===== src/rtl/irq_prio_ident.sv =====
module irq_prio_ident #(
  parameter int IDW = 8,
  parameter int NSRC = 4
) (
  input  logic            clk,
  input  logic            rst,
  input  logic            ier_we,
  input  logic [NSRC-1:0] ier_wdata,
  input  logic            err_evt,
  input  logic            rxd_evt,
  input  logic            thre_evt,
  input  logic            msr_evt,
  input  logic            lsr_rd,
  input  logic            rbr_rd,
  input  logic            thr_wr,
  input  logic            msr_rd,
  input  logic            iir_sel,
  input  logic            iir_rd,
  output logic [IDW-1:0]  iir,
  output logic            irq
);
  localparam int PADW = IDW - 3;
  localparam logic [2:0] ID_LSR  = 3'b110;
  localparam logic [2:0] ID_RDA  = 3'b100;
  localparam logic [2:0] ID_THRE = 3'b010;
  localparam logic [2:0] ID_MSR  = 3'b000;
  localparam logic [2:0] ID_NONE = 3'b001;

  logic [NSRC-1:0] ier_q;
  logic lsr_p, rda_p, thre_p, msr_p, thr_empty;
  logic [2:0] id_q, id_live;
  logic [NSRC-1:0] eff;
  logic thre_arm, thre_ack;

  assign eff      = {msr_p, lsr_p, thre_p, rda_p} & ier_q;
  assign thre_arm = ier_we & ier_wdata[1] & ~ier_q[1] & thr_empty;
  assign thre_ack = iir_rd & iir_sel & (id_q == ID_THRE);
  assign irq      = |eff;
  assign iir      = {{PADW{1'b0}}, id_q};

  always_comb begin
    if (eff[2])      id_live = ID_LSR;
    else if (eff[0]) id_live = ID_RDA;
    else if (eff[1]) id_live = ID_THRE;
    else if (eff[3]) id_live = ID_MSR;
    else             id_live = ID_NONE;
  end

  always_ff @(posedge clk) begin
    if (rst) begin
      ier_q     <= '0;
      lsr_p     <= 1'b0;
      rda_p     <= 1'b0;
      thre_p    <= 1'b0;
      msr_p     <= 1'b0;
      thr_empty <= 1'b1;
      id_q      <= ID_NONE;
    end else begin
      if (ier_we) ier_q <= ier_wdata;
      lsr_p     <= err_evt | (lsr_p & ~lsr_rd);
      rda_p     <= rxd_evt | (rda_p & ~rbr_rd);
      msr_p     <= msr_evt | (msr_p & ~msr_rd);
      thre_p    <= thre_evt | thre_arm | (thre_p & ~thr_wr & ~thre_ack);
      thr_empty <= thre_evt | (thr_empty & ~thr_wr);
      if (!iir_sel) id_q <= id_live;
    end
  end


  iir_flag_chk: assert property (@(posedge clk) disable iff (rst)
    !iir_sel |=> (iir[0] == !$past(irq)));


  iir_freeze_chk: assert property (@(posedge clk) disable iff (rst)
    iir_sel |=> $stable(iir));


  lsr_clr_chk: assert property (@(posedge clk) disable iff (rst)
    (lsr_rd && !err_evt) |=> !lsr_p);


  rda_clr_chk: assert property (@(posedge clk) disable iff (rst)
    (rbr_rd && !rxd_evt) |=> !rda_p);


  thre_clr_chk: assert property (@(posedge clk) disable iff (rst)
    (thr_wr && !thre_evt && !thre_arm) |=> !thre_p);


  msr_clr_chk: assert property (@(posedge clk) disable iff (rst)
    (msr_rd && !msr_evt) |=> !msr_p);


  thre_arm_chk: assert property (@(posedge clk) disable iff (rst)
    (ier_we && ier_wdata[1] && !ier_q[1] && thr_empty) |=> (thre_p && irq));
endmodule


===== config.mk =====
export PLATFORM = sky130hd
export DESIGN_NAME = irq_prio_ident
export DESIGN_NICKNAME = d
export VERILOG_FILES = /design/src/rtl/irq_prio_ident.sv
export SDC_FILE = /design/constraint.sdc
export NUM_CORES = 1
export LEC_CHECK = 0
export BUFFER_PORTS_ARGS = -buffer_cell sky130_fd_sc_hd__buf_2
export CAP_MARGIN = 15
export CORE_AREA = 2 2 39 41
export CTS_CLUSTER_SIZE = 28
export DETAILED_ROUTE_END_ITERATION = 7
export DIE_AREA = 0 0 41 43
export PLACE_DENSITY = 0.69
export SKIP_CTS_REPAIR_TIMING = 1
export SLEW_MARGIN = 20
export SYNTH_ARGS = -nofsm -noshare
export SYNTH_HDL_FRONTEND = slang
export SYNTH_SLANG_ARGS = --single-unit

===== constraint.sdc =====
create_clock -name clk -period 2.8 [get_ports clk]
set_clock_uncertainty 0.15 [all_clocks]
set_input_delay 0.56 -clock clk [delete_from_list [all_inputs] [get_ports clk]]
set_output_delay 0.56 -clock clk [all_outputs]
set_load 0.02 [all_outputs]

# Yosys cells after proc, flatten, opt, wreduce, memory -nomap -nowiden
# Index checks and enable logic that the tools add are counted.
# totals
word_cells	37
regBits	12
in_bits	17
out_inout_bits	9
# op_classes
n_reduce_logical	1
n_mux	4
n_eq_ne	1
n_bitwise	24
# op_table
operator	n
$and A1 B1 Y1	11
$mux W3	2
$not A1 Y1	6
$or A1 B1 Y1	6
$and A4 B4 Y4	1
$reduce_or A4 Y1	1
$eq A3 B2 Y1 const B	1
$mux W2	1
$mux W1	1

# Longest topological paths before layout
# logic_depth
ltp_word	5
mapped_depth	3
depth_no_buf	3

# Worst setup path before layout
# OpenSTA, ideal clock, no wires.
# synth_timing
kind	reg2out
from	reg rda_p
to	out irq
arrival_time_ns	0.883
slack_ns	1.207
path_buffers	0
stages_incl_launch_ff	3
required_ns	2.090
path_cell_list	dfxtp_1 a22o_1 a221o_1
# synth_between
elab_chain_len	2
# synth_rtl
element	line	source
from (decl)	30	logic lsr_p, rda_p, thre_p, msr_p, thr_empty;
from (signal assigned)	61	rda_p <= rxd_evt | (rda_p & ~rbr_rd);
$and A4 B4 Y4	35	assign eff = {msr_p, lsr_p, thre_p, rda_p} & ier_q;
$reduce_or A4 Y1	38	assign irq = |eff;
to (decl)	20	output logic irq
# No other way between the ends.

# Final worst setup path
# Ends and elaborated chain as after synthesis.

==> results_dict.tcl <==
set metrics [dict create \
    fp.dieArea_sq_um 1763 \
    whs_ns 0.3080 \
    worstSkewPairLatency_ns 0.26 \
    reg2regPathDepth 3 \
    worst-path-max-fanout 3 \
    vias_per_cell 4.473 \
    rows 14 \
    fp.dieW_microns 41 \
    cts_tree "done" \
    route.detailed.drc 0 \
    clockBufferDepth 2 \
    die_y_microns 43 \
    holdPathStages 2 \
    grt_overflow_total 0 \
    antenna_cells 0 \
    grt_usage_pct 13.23 \
    drt-total-wl_microns 893 \
    start_util_pct 36.26 \
    grt_start_max_net_pins 13 \
    p_int_w 0.0002517 \
    drv_slew 0 \
    htreeDepth 1 \
    switching_share_pct 24.58 \
    crit_path_start_kind "flip-flop" \
    max-vdd-ir-drop_v 0.0003804 \
    fillers 155 \
    arrival_ns 1.27 \
    power.density_nw_per_um2 544.4 \
    path_class "reg -> out" \
    port-buffer-count 20 \
    wl_met2_microns 456 \
    finalSetupViolCount 0 \
    period_minus_slack_ns 1.983 \
    leakagePower_nw 0.3108 \
    area_growth_pct 22.19 \
    numCtsBuffers 3 \
    rsz0062_at_grt "no" \
    reg2reg_from "rda_p" \
    max_freq_ghz 0.5042 \
    r2r-end "id_q[0]" \
    synth_cells 57 \
    r2r_slack_ns 1.63 \
    core_area_sq_um 1384 \
    p_sw_w 0.00008203 \
    min_path_type "reg -> reg" \
    syn_area_sq_um 501.7 \
    cts_root_buffer "clkbuf_4" \
    synth_cell_types 18 \
    hp-start "thr_empty" \
    met3RoutedLength_microns 53 \
    synth_seq_area_share_pct 47.88 \
    maxCapViolations 0 \
    highest_layer "met3" \
    place_area_sq_um 590.6 \
    cpPeakStageDelay_ns 0.32 \
    fin_setup_tns_ns 0 \
    path_cells "a22o_1, a221o_1, buf_2" \
    stdcell_area_sq_um 613.1 \
    ys_ff_latch 12 \
    ant_nets 0 \
    utilization_pct 44.30 \
    holdPathEnd "thr_empty" \
    vias 416 \
    wl_per_cell_microns 9.602 \
    cp.required_ns 2.09 \
    end_kind "primary output" \
    gp_congestion 0.7009 \
    seq_power_share_pct 56.3 \
    path_clk_slew_ns 0.07 \
    combPwrFrac_pct 14.6 \
    drt_iter0_markers 7 \
    met1_length_microns 383 \
    grt_pass1_vias 409 \
    grt_pass1_wl_microns 1573 \
    ios 26 \
    numClockSinks 12 \
    status "finished clean" \
    pwr-share-clk_pct 29.1 \
    finalHoldViolations 0 \
    hpwl_microns 724.3 \
    grt_antenna_before_repair 0 \
    syn_area_per_cell_sq_um 8.802 \
    fin_crit_sh_pct 70.83 \
    final_nets 96 \
    drive_gt1_share_pct 29.87 \
    cpMaxStageDelayCell "dfxtp_1" \
    synth_warnings 0 \
    power_w 0.0003338 \
    dr.pass1.iters 3 \
]
sequential cells by signal (all words and copies together), names as in the netlist:
name	count
msr_p	1
ier_q	4
rda_p	1
id_q	3
thr_empty	1
thre_p	1
lsr_p	1
area by class of cell:
| class | count | area, sq um | share of cell area, % |
|---|---|---|---|
| clock buffers | 3 | 22.52 | 3.673 |
| well taps | 16 | 20.02 | 3.265 |
| inverters | 6 | 22.52 | 3.673 |
| multi-input cells | 36 | 207.7 | 33.88 |
| repair buffers | 20 | 100.1 | 16.33 |
| flip-flops and latches | 12 | 240.2 | 39.18 |
how the worst max path moves through the flow:
stage | start | endpoint | slack (ns)
after floorplan | rda_p | irq | 1.21
after global placement | rda_p | irq | 1.12
after detailed placement | rda_p | irq | 1.10
after CTS | rda_p | irq | 0.81
after global routing | rda_p | irq | 0.77
final | rda_p | irq | 0.82
critical path: cells and delay by family (launching register included):
kind            cells  cell delay [ns]
compound gates      2             0.52
flops               1             0.32
buf+inv             1             0.17
metrics by stage:
stage               std cells  setup WS (ns)
floorplan                  61          1.207
global placement           90          1.116
detailed placement         90          1.104
CTS                        93         0.8122
global route               93         0.7681
finish                     93         0.8168
synthesized netlist by cell type:
cell / number / share of area [%]
a41oi_1: 1 / 1.7
nand2_1: 1 / 0.75
nand3_1: 1 / 1.0
a22o_1: 1 / 1.7
clkbuf_1: 1 / 0.75
nand4b_1: 1 / 1.7
nor2_1: 9 / 6.7
buf_2: 1 / 1.0
a221o_1: 1 / 2.0
nor2b_1: 1 / 1.2
inv_1: 6 / 4.5
mux2i_1: 5 / 10
buf_4: 5 / 7.5
conb_1: 1 / 0.75
dfxtp_1: 12 / 48
a21oi_1: 6 / 6.0
o21ai_1: 3 / 3.0
a221oi_1: 1 / 1.7
logic make-up (layout without fill, tap and decap cells):
logic type,after synthesis,count (layout),synth area share [%]
other,1,5,0.7474
muxes,5,5,9.975
DFF,12,12,47.88
buffers and inverters,13,29,13.71
and+or+nand+nor,13,13,11.47
AOI/OAI and AO/OA,13,13,16.21
power by group through the flow:
stage	clock network [W]	registers [W]	logic (W)
after floorplan	0	0.000193	0.0000335
after global routing	0.000106	0.000189	0.0000555
after detailed placement	0	0.000192	0.0000492
after global placement	0	0.000192	0.0000485
after CTS	0.000101	0.000188	0.0000494
final	0.0000970	0.000188	0.0000487
metal layers:
layer	global-route usage, %	up-vias
li1	-	224
met1	17.05	181
met2	20.00	11
met3	1.571	0
met4	8.000	0
met5	0	-
cell usage in the layout, fill, tap and decap left out, types with 3 or more instances in the layout:
master    instances
conb_1            5
o21ai_1           3
buf_2            20
a21oi_1           6
inv_1             6
dfxtp_1          12
clkbuf_4          3
mux2i_1           5
nor2_1            9
No activity file was read; power rests on OpenSTA's default activity.
